<file path="src/rtl/rx_ring_pkg.sv">
package rx_ring_pkg;
    typedef enum logic [1:0] {
        ST_IDLE    = 2'd0,
        ST_TAKE    = 2'd1,
        ST_SETTLE  = 2'd2,
        ST_PUBLISH = 2'd3
    } fill_state_t;
endpackage

</file>
<file path="src/rtl/ring_space.sv">
module ring_space #(
    parameter int IDX_W = 8
) (
    input  logic [IDX_W-1:0] rd_idx,
    input  logic [IDX_W-1:0] wr_idx,
    output logic [IDX_W:0]   space
);
    localparam logic [IDX_W:0] DEPTH = (IDX_W+1)'(1) << IDX_W;
    localparam logic [IDX_W:0] GUARD = (IDX_W+1)'(2);

    logic [IDX_W-1:0] gap;
    logic [IDX_W:0]   span;

    always_comb begin
        gap   = rd_idx - wr_idx;
        span  = (gap == '0) ? DEPTH : {1'b0, gap};
        space = (span >= GUARD) ? (span - GUARD) : '0;
    end

    // space never exceeds depth minus the two guard slots
    always_comb begin
        a_r2_space_bound: assert (space <= DEPTH - GUARD);
    end
endmodule

</file>
<file path="src/rtl/addr_check.sv">
module addr_check #(
    parameter int IN_W   = 40,
    parameter int MAX_W  = 36,
    parameter int ALIGN  = 8
) (
    input  logic [IN_W-1:0]        addr,
    output logic                   addr_ok,
    output logic [MAX_W-ALIGN-1:0] desc_val
);
    logic low_clear;
    logic high_clear;

    assign low_clear = (addr[ALIGN-1:0] == '0);
    assign desc_val  = addr[MAX_W-1:ALIGN];

    generate
        if (IN_W > MAX_W) begin : g_wide
            assign high_clear = (addr[IN_W-1:MAX_W] == '0);
        end else begin : g_fit
            assign high_clear = 1'b1;
        end
    endgenerate

    assign addr_ok = low_clear && high_clear;
endmodule

</file>
<file path="src/rtl/ring_reader_track.sv">
module ring_reader_track #(
    parameter int IDX_W       = 8,
    parameter int CLOSED_W    = 16,
    parameter int CLOSED_KEEP = 12,
    parameter int BURST_LEN   = 8
) (
    input  logic                clk,
    input  logic                rst_n,
    input  logic                closed_vld,
    input  logic [CLOSED_W-1:0] closed_idx,
    input  logic                proc_pulse,
    input  logic [IDX_W-1:0]    pub_wptr,
    output logic [IDX_W-1:0]    rd_idx,
    output logic                trig
);
    localparam int CNT_W = $clog2(BURST_LEN + 1);
    localparam logic [CNT_W-1:0] CNT_LAST = CNT_W'(BURST_LEN - 1);
    localparam logic [IDX_W-1:0] HALF = IDX_W'(1) << (IDX_W - 1);
    localparam logic [CLOSED_W-1:0] KEEP_MASK = CLOSED_W'((64'd1 << CLOSED_KEEP) - 64'd1);

    logic [CLOSED_W-1:0] kept;
    logic [IDX_W-1:0]    closed_new;
    logic [IDX_W-1:0]    waiting;
    logic [IDX_W-1:0]    rd_q;
    logic [IDX_W-1:0]    closed_q;
    logic                burst_q;
    logic [CNT_W-1:0]    cnt_q;
    logic                accept;
    logic                reach_end;

    always_comb begin
        kept       = closed_idx & KEEP_MASK;
        closed_new = kept[IDX_W-1:0];
        waiting    = closed_new - pub_wptr;
        accept     = proc_pulse && (rd_q != closed_q);
        reach_end  = accept && ((rd_q + 1'b1) == closed_q);
    end

    always_ff @(posedge clk) begin
        if (!rst_n) begin
            rd_q     <= '0;
            closed_q <= '0;
            burst_q  <= 1'b0;
            cnt_q    <= '0;
            trig     <= 1'b0;
        end else begin
            trig <= 1'b0;
            if (closed_vld) begin
                closed_q <= closed_new;
                burst_q  <= (waiting > HALF);
                cnt_q    <= '0;
            end else if (accept) begin
                rd_q <= rd_q + 1'b1;
                if (reach_end) begin
                    trig    <= 1'b1;
                    burst_q <= 1'b0;
                    cnt_q   <= '0;
                end else if (burst_q) begin
                    if (cnt_q == CNT_LAST) begin
                        trig  <= 1'b1;
                        cnt_q <= '0;
                    end else begin
                        cnt_q <= cnt_q + 1'b1;
                    end
                end
            end
        end
    end

    assign rd_idx = rd_q;

    // a processed pulse at the closed index leaves the read index alone
    a_r6_hold_at_closed: assert property (@(posedge clk) disable iff (!rst_n)
        (proc_pulse && !closed_vld && rd_q == closed_q) |=> $stable(rd_q));

    // reaching the closed index always requests a fill
    a_r9_end_trigger: assert property (@(posedge clk) disable iff (!rst_n)
        (reach_end && !closed_vld) |=> trig);
endmodule

</file>
<file path="src/rtl/rx_ring_indexer.sv">
module rx_ring_indexer
    import rx_ring_pkg::*;
#(
    parameter int RING_DEPTH    = 256,
    parameter int ADDR_IN_W     = 40,
    parameter int ADDR_MAX_W    = 36,
    parameter int ALIGN_LOG2    = 8,
    parameter int POOL_W        = 10,
    parameter int LOW_MARK      = 8,
    parameter int BURST_LEN     = 8,
    parameter int PUB_STEP_LOG2 = 3,
    parameter int CLOSED_W      = 16,
    parameter int CLOSED_KEEP   = 12
) (
    input  logic                                clk,
    input  logic                                rst_n,
    input  logic                                closed_vld,
    input  logic [CLOSED_W-1:0]                 closed_idx,
    input  logic                                proc_pulse,
    input  logic                                restock_go,
    input  logic [POOL_W-1:0]                   pool_cnt,
    input  logic [ADDR_IN_W-1:0]                pool_addr,
    output logic                                pool_pop,
    output logic                                desc_we,
    output logic [$clog2(RING_DEPTH)-1:0]       desc_idx,
    output logic [ADDR_MAX_W-ALIGN_LOG2-1:0]    desc_data,
    output logic [$clog2(RING_DEPTH)-1:0]       pub_wptr,
    output logic                                pub_upd,
    output logic                                replenish_req,
    output logic                                addr_err,
    output logic [$clog2(RING_DEPTH)-1:0]       rd_idx,
    output logic [$clog2(RING_DEPTH)-1:0]       wr_idx,
    output logic [$clog2(RING_DEPTH):0]         space
);
    localparam int IDX_W = $clog2(RING_DEPTH);
    localparam int DESC_W = ADDR_MAX_W - ALIGN_LOG2;
    localparam logic [IDX_W-1:0] STEP_MASK = ~IDX_W'((1 << PUB_STEP_LOG2) - 1);
    localparam logic [POOL_W-1:0] MARK = POOL_W'(LOW_MARK);

    fill_state_t state_q, state_d;

    logic [IDX_W-1:0]  wr_q;
    logic [IDX_W-1:0]  pub_q;
    logic              pub_upd_q;
    logic              repl_q;
    logic              err_q;
    logic              pend_q;
    logic              trig;
    logic              addr_ok;
    logic [DESC_W-1:0] desc_val;
    logic [IDX_W-1:0]  rounded;
    logic              can_take;
    logic              pop_c;
    logic              we_c;
    logic              publish_c;

    ring_space #(.IDX_W(IDX_W)) u_space (
        .rd_idx (rd_idx),
        .wr_idx (wr_q),
        .space  (space)
    );

    addr_check #(
        .IN_W  (ADDR_IN_W),
        .MAX_W (ADDR_MAX_W),
        .ALIGN (ALIGN_LOG2)
    ) u_check (
        .addr     (pool_addr),
        .addr_ok  (addr_ok),
        .desc_val (desc_val)
    );

    ring_reader_track #(
        .IDX_W       (IDX_W),
        .CLOSED_W    (CLOSED_W),
        .CLOSED_KEEP (CLOSED_KEEP),
        .BURST_LEN   (BURST_LEN)
    ) u_track (
        .clk        (clk),
        .rst_n      (rst_n),
        .closed_vld (closed_vld),
        .closed_idx (closed_idx),
        .proc_pulse (proc_pulse),
        .pub_wptr   (pub_q),
        .rd_idx     (rd_idx),
        .trig       (trig)
    );

    assign can_take = (space != '0) && (pool_cnt != '0);
    assign rounded  = wr_q & STEP_MASK;

    // state register
    always_ff @(posedge clk) begin
        if (!rst_n) state_q <= ST_IDLE;
        else        state_q <= state_d;
    end

    // next state and sequencer outputs
    always_comb begin
        state_d   = state_q;
        pop_c     = 1'b0;
        we_c      = 1'b0;
        publish_c = 1'b0;
        unique case (state_q)
            ST_IDLE: begin
                if (pend_q) state_d = ST_TAKE;
            end
            ST_TAKE: begin
                if (can_take) begin
                    pop_c   = 1'b1;
                    we_c    = addr_ok;
                    state_d = ST_SETTLE;
                end else begin
                    state_d = ST_PUBLISH;
                end
            end
            ST_SETTLE: begin
                state_d = ST_TAKE;
            end
            ST_PUBLISH: begin
                publish_c = 1'b1;
                state_d   = ST_IDLE;
            end
            default: state_d = ST_IDLE;
        endcase
    end

    // datapath registers
    always_ff @(posedge clk) begin
        if (!rst_n) begin
            wr_q      <= '0;
            pub_q     <= '0;
            pub_upd_q <= 1'b0;
            repl_q    <= 1'b0;
            err_q     <= 1'b0;
            pend_q    <= 1'b0;
        end else begin
            pub_upd_q <= 1'b0;
            if (state_q == ST_IDLE && pend_q)
                pend_q <= trig || restock_go;
            else if (trig || restock_go)
                pend_q <= 1'b1;
            if (we_c)
                wr_q <= wr_q + 1'b1;
            if (pop_c && !addr_ok)
                err_q <= 1'b1;
            if (publish_c) begin
                repl_q <= (pool_cnt <= MARK);
                if (rounded != pub_q) begin
                    pub_q     <= rounded;
                    pub_upd_q <= 1'b1;
                end
            end
        end
    end

    assign pool_pop      = pop_c;
    assign desc_we       = we_c;
    assign desc_idx      = wr_q;
    assign desc_data     = desc_val;
    assign pub_wptr      = pub_q;
    assign pub_upd       = pub_upd_q;
    assign replenish_req = repl_q;
    assign addr_err      = err_q;
    assign wr_idx        = wr_q;

    // no descriptor is written into the guard slots
    a_r3_no_write_full: assert property (@(posedge clk) disable iff (!rst_n)
        desc_we |-> (space != '0));

    // each write advances the write index by exactly one
    a_r4_wr_step: assert property (@(posedge clk) disable iff (!rst_n)
        desc_we |=> (wr_q == $past(wr_q) + 1'b1));

    // the published pointer is aligned and the pulse marks a real change
    a_r5_pub_change: assert property (@(posedge clk) disable iff (!rst_n)
        pub_upd |-> ((pub_q & ~STEP_MASK) == '0 && pub_q != $past(pub_q)));

    // a rejected address is never written and the flag stays set
    a_r7_no_bad_write: assert property (@(posedge clk) disable iff (!rst_n)
        (pool_pop && !addr_ok) |-> !desc_we);
    a_r7_err_sticky: assert property (@(posedge clk) disable iff (!rst_n)
        addr_err |=> addr_err);
endmodule

</file>
<file path="config.mk">
export PLATFORM = sky130hd
export DESIGN_NAME = rx_ring_indexer
export DESIGN_NICKNAME = d
export VERILOG_FILES = /design/src/rtl/rx_ring_pkg.sv /design/src/rtl/ring_space.sv /design/src/rtl/addr_check.sv /design/src/rtl/ring_reader_track.sv /design/src/rtl/rx_ring_indexer.sv
export SDC_FILE = /design/constraint.sdc
export NUM_CORES = 1
export LEC_CHECK = 0
export BUFFER_PORTS_ARGS = -buffer_cell sky130_fd_sc_hd__buf_2
export CAP_MARGIN = 20
export CORE_MARGIN = 2
export CORE_UTILIZATION = 43
export DETAILED_ROUTE_END_ITERATION = 16
export PLACE_DENSITY = 0.78
export SLEW_MARGIN = 20
export SYNTH_ARGS = -nofsm -noshare
export SYNTH_HDL_FRONTEND = slang
export SYNTH_SLANG_ARGS = --single-unit
</file>
<file path="constraint.sdc">
create_clock -name clk -period 3 [get_ports clk]
set_input_delay 0.45 -clock clk [delete_from_list [all_inputs] [get_ports clk]]
set_output_delay 0.45 -clock clk [all_outputs]
set_load 0.005 [all_outputs]
</file>
# Yosys cells after proc, flatten, opt, wreduce, memory -nomap -nowiden
# Index checks and enable logic that the tools add are counted.
# classes
n_bitwise	3
n_addsub	6
magnitude_cmp	3
mux	22
n_eq_ne	8
n_reduce_logical	25
# ops
operator	count
two-way mux 9 bit	2
adder 8 x 1 -> 8 bit (second input constant)	2
logical NOT 8 bit	2
subtractor 8 bit	2
two-way mux 1 bit	15
two-way mux 4 bit	3
<= comparator 10 x 4 -> 1 bit (second input constant)	1
AND reduction 2 bit	5
nonzero test 10 bit	1
greater-or-equal comparator 9 x 2 -> 1 bit (second input constant)	1
nonzero test 9 bit	1
subtractor 9 x 2 -> 9 bit (second input constant)	1
equality test 8 bit	1
greater-than comparator 8 bit (second input constant)	1
!= test 8 bit	1
case mux 2 bit (4 select lines)	1
nonzero test 2 bit	4
logical AND 1 bit	6
!= test 5 bit	1
adder 4 x 1 -> 4 bit (second input constant)	1
equality test 2 bit (second input constant)	2
equality test 4 x 3 -> 1 bit (second input constant)	1
logical NOT 4 bit	1
NOT 1 bit	3
other kinds (8)	8
# word_totals
regBits	41

# Logic depth before layout (Yosys ltp)
# depth
ltp_word	10
mapped_depth	13

# Hierarchy
# A second synthesis with hierarchy kept.
# hier_totals
hier_cells	419
area_unflattened_um2	3509.6
# by_module_without_submodules
mod	cells_each	area_each_um2	instances
ring_reader_track	169	1531.5	1
rx_ring_indexer	125	1076.0	1
ring_space	93	666.9	1
addr_check	32	235.2	1

# Worst setup path before layout
# Ideal clock, no wire load.
# synth_path
kind	register to output
start	register u_track.rd_q[0], in the netlist u_track.rd_idx[0]
end	output port desc_we
arrival_ns	2.640
path_slack_ns	-0.090
path_buffers	2
stages_incl_launch_ff	13
cell_sequence	dfxtp_1 -> clkbuf_2 -> inv_1 -> ha_1 -> fa_1 -> xor2_1 -> ha_1 -> nand3b_1 -> a211oi_2 -> a31oi_2 -> nor4_4 -> buf_6 -> nor2_1
# synth_between
elab_chain_cells	9
word_cells_on_any_way	10
classes_between	2 x add/sub; 1 x order compare; 4 x mux; 3 x reduce/logical
# synth_rtl
item	line_no	rtl
start: declaration	ring_reader_track.sv:24	logic [IDX_W-1:0] rd_q;
start signal: assignment	ring_reader_track.sv:53	rd_q <= rd_q + 1'b1;
subtractor 8 bit (*)	ring_space.sv:15	gap = rd_idx - wr_idx;
logical NOT 8 bit	ring_space.sv:16	span = (gap == '0) ? DEPTH : {1'b0, gap};
two-way mux 9 bit (*)	ring_space.sv:16	
subtractor 9 x 2 -> 9 bit or greater-or-equal comparator 9 x 2 -> 1 bit (tied branches)	ring_space.sv:17	space = (span >= GUARD) ? (span - GUARD) : '0;
two-way mux 9 bit (*)	ring_space.sv:17	
nonzero test 9 bit (*)	rx_ring_indexer.sv:89	assign can_take = (space != '0) && (pool_cnt != '0);
logical AND 1 bit (*)	rx_ring_indexer.sv:89	
two-way mux 1 bit (*)	rx_ring_indexer.sv:109	if (can_take) begin
two-way mux 1 bit (*)	rx_ring_indexer.sv:104	unique case (state_q)
end: declaration	rx_ring_indexer.sv:24	output logic desc_we,
# Every way passes the cells marked *; elsewhere a longest branch is shown, timed or not.

# Worst setup path in the final report
# Same ends and word-level chain as after synthesis.

==> flow_summary.ini <==
[min_path]
hold_class = input pin to register
hold_start = closed_idx[3]
worstHoldPathCells = 3
min_to = u_track.closed_q[3]$_SDFFE_PN0P_

[clock_tree]
cts_htree_levels = 2
clockBufferDepth = 2
insertion_delay_ns = 0.28
cts_tree = built
cts_root_buf = clkbuf_8
clk_pin_slew_ns = 0.08
clock_sinks = 41
cts_buffers = 5

[timing]
rsz0062_at_grt = true
hold_viol_final = 0
post-route-min-period_ns = 3.21
tns_ns = -1.89
finalCritPeriodShare = 1.07
fin_skew_ns = 0.00824
finalSetupViolCount = 11
slew_headroom = 0.664
setup_ws_ns = -0.211
fmax_ghz = 0.311
tightest_slew_ns = 0.502
drv_slew = 0

[layout]
syn2layout_area_growth_pct = 23.1
n_antenna_cell = 0
final_nets = 550
fin_util = 0.553
design_area_mm2 = 0.00380
drive_gt1_frac = 0.348

[pwr]
fin_total_pwr_mw = 1.27
leakage_nw = 1.68
ir_drop_mv = 0.221
p_per_area_mw_per_mm2 = 335

[global_routing]
grt_first_pass_wirelength_mm = 12.0
grt_pass1_vias = 2668
grt-ovfl-total = 0
antenna_found_initial = 0
grt_max_degree = 20
grt_usage = 0.191

[route]
drc = 0
ant_nets = 0
wl_per_cell_um = 13.5
wl_mm = 7.52
dr.pass1.iters = 4
drt-initial-drc-count = 151
vias = 2933
viasPerCell = 5.26

[die]
core-area_mm2 = 0.00687
dieWidth_um = 88.7
pin_count = 145
rows = 30
die_h_um = 88.7
dieArea_mm2 = 0.00787
initial_core_util = 0.450

[setup_path]
rr_worst_depth = 14
crit_path_end_kind = output port
timing.rr.end = desc_idx[1]$_SDFFE_PN0P_
critical_path_class = register to output port
slowest_delay_ns = 0.39
cp_cell_sequence = inv_2 -> ha_4 -> fa_2 -> xor2_2 -> ha_1 -> nand3b_1 -> a211oi_2 -> a31oi_2 -> nor4_4 -> buf_12 -> buf_6 -> nor2_1 -> buf_2
cp-start-kind = register
r2r-start = u_track.rd_idx[0]$_SDFFE_PN0P_
rrSetupSlack_ns = 0.03
cp.required_ns = 2.55
crit_path_max_fanout = 8
cp_data_arrival_time_ns = 2.76
cpMaxStageDelayCell = fa_2

[job]
cap_viol_max_count = 0

[synth]
yosysTopAreaCellShare = 0.266
yosysWarningCount = 0
synth_largest_area_cell = dfxtp_1
async_flop_share = 0
ys_top_cells_by_count = dfxtp_1 (41), nor2_1 (41), buf_4 (39)
syn_avg_cell_area_um2 = 8.00
ys_seq_elements = 41
synth-edff-count = 0
synthCells = 386
synth_area_leaders = dfxtp_1 (27%), buf_4 (9.5%), ha_1 (6.1%), xnor2_1 (5.4%), nor2_1 (5.0%)
synth_seq_area_share = 0.266
synth_area_mm2 = 0.00309
yosysUniqueCellTypes = 55
synthFlopType = dfxtp_1

[run_status]
violations = negative setup slack
outcome = finished with violations

[place]
io_buffers = 77
place_hpwl_mm = 5.89
place_area_mm2 = 0.00348
gp_congestion = 0.867
-- metal layers --
metal  vias up  wire length [µm]  GRT usage
met5         -                 0          0
met4         0               129     0.0730
met3        18               443     0.0317
met2        94              3700      0.334
met1      1353              3240      0.234
li1       1468                 -          -
-- repair_timing --
item | 4_1_cts | 5_1_grt
endpoints found under the setup margin | 12 | 16
buffers inserted | 10 | 2
hold buffers | 0 | 0
pin swaps | 18 | 8
gates resized for setup | 21 | 8
-- cells in the final DEF, fill, tap and decap left out, types with 11 or more instances in the layout --
cell / synthesis / routed
a21oi_1: 25 / 24
buf_2: 2 / 77
buf_4: 39 / 38
dfxtp_1: 41 / 37
inv_1: 19 / 16
mux2i_1: 11 / 11
nand2_1: 23 / 23
nand3_1: 21 / 19
nor2_1: 41 / 39
or3_1: 12 / 11
xnor2_1: 19 / 19
xor2_1: 14 / 13
-- flip-flops by register name, indices dropped and copies added, names as in the netlist --
name	cells
pub_upd	1
u_track.closed_q	8
u_track.rd_idx	8
state_q	2
replenish_req	1
pub_wptr	5
desc_idx	8
addr_err	1
u_track.burst_q	1
u_track.trig	1
u_track.cnt_q	4
pend_q	1
-- final cells by class --
| type | count | area, µm² |
|---|---|---|
| clock buffers | 5 | 68.8 |
| well taps | 96 | 120 |
| flip-flops and latches | 41 | 826 |
| repair buffers | 118 | 713 |
| clock inverters | 2 | 35.0 |
| inverters | 20 | 75.1 |
| multi-input cells | 276 | 1960 |
| fillers | 660 | 3070 |
-- critical path, delay by kind of cell, from the launching register on --
kind                     cells  cell delay, ns
buffers and inverters        4            0.43
AO/OA/AOI/OAI                2            0.27
adder cells (fa/ha/maj)      3            0.83
flip-flops                   1            0.34
AND/OR/NAND/NOR              3            0.44
XOR/XNOR                     1            0.17
-- report_power, final --
group	internal (mW)	switching, mW	leakage (nW)
Combinational	0.145	0.133	1.29
Clock	0.242	0.176	0.0540
Sequential	0.560	0.0179	0.335
Total	0.947	0.326	1.68
-- how the worst max path moves through the flow --
stage / cells after the start / startpoint / end / slack, ns
floorplan: 11 / u_track.rd_idx[0]$_SDFFE_PN0P_ / space[3] / 0.0003
global placement: 11 / u_track.rd_idx[0]$_SDFFE_PN0P_ / space[3] / 0.009
detailed placement: 11 / u_track.rd_idx[0]$_SDFFE_PN0P_ / space[3] / -0.08
CTS: 13 / u_track.rd_idx[0]$_SDFFE_PN0P_ / desc_we / -0.23
global route: 13 / u_track.rd_idx[0]$_SDFFE_PN0P_ / desc_we / -0.36
finish: 13 / u_track.rd_idx[0]$_SDFFE_PN0P_ / desc_we / -0.21
-- cell families (layout without fill, tap and decap cells) --
| family | after synthesis | count (layout) | synth area share |
|---|---|---|---|
| AO/OA/AOI/OAI | 65 | 65 | 0.135 |
| XOR/XNOR | 33 | 33 | 0.0936 |
| adder cells (fa/ha/maj) | 17 | 17 | 0.0737 |
| buffers and inverters | 71 | 145 | 0.137 |
| flip-flops | 41 | 41 | 0.266 |
| multiplexers | 12 | 12 | 0.0393 |
| other | 1 | 3 | 0.00121 |
| AND/OR/NAND/NOR | 146 | 146 | 0.254 |
-- per-stage QoR --
stage          hold WS, ns  setup WS, ns  instances
2_1_floorplan        0.445      0.000278        388
3_3_place_gp         0.457       0.00851        539
3_5_place_dp         0.467       -0.0822        539
4_1_cts              0.409        -0.226        556
5_1_grt              0.416        -0.359        558
6_report             0.417        -0.211        558
(Power assumes the default switching activity.)
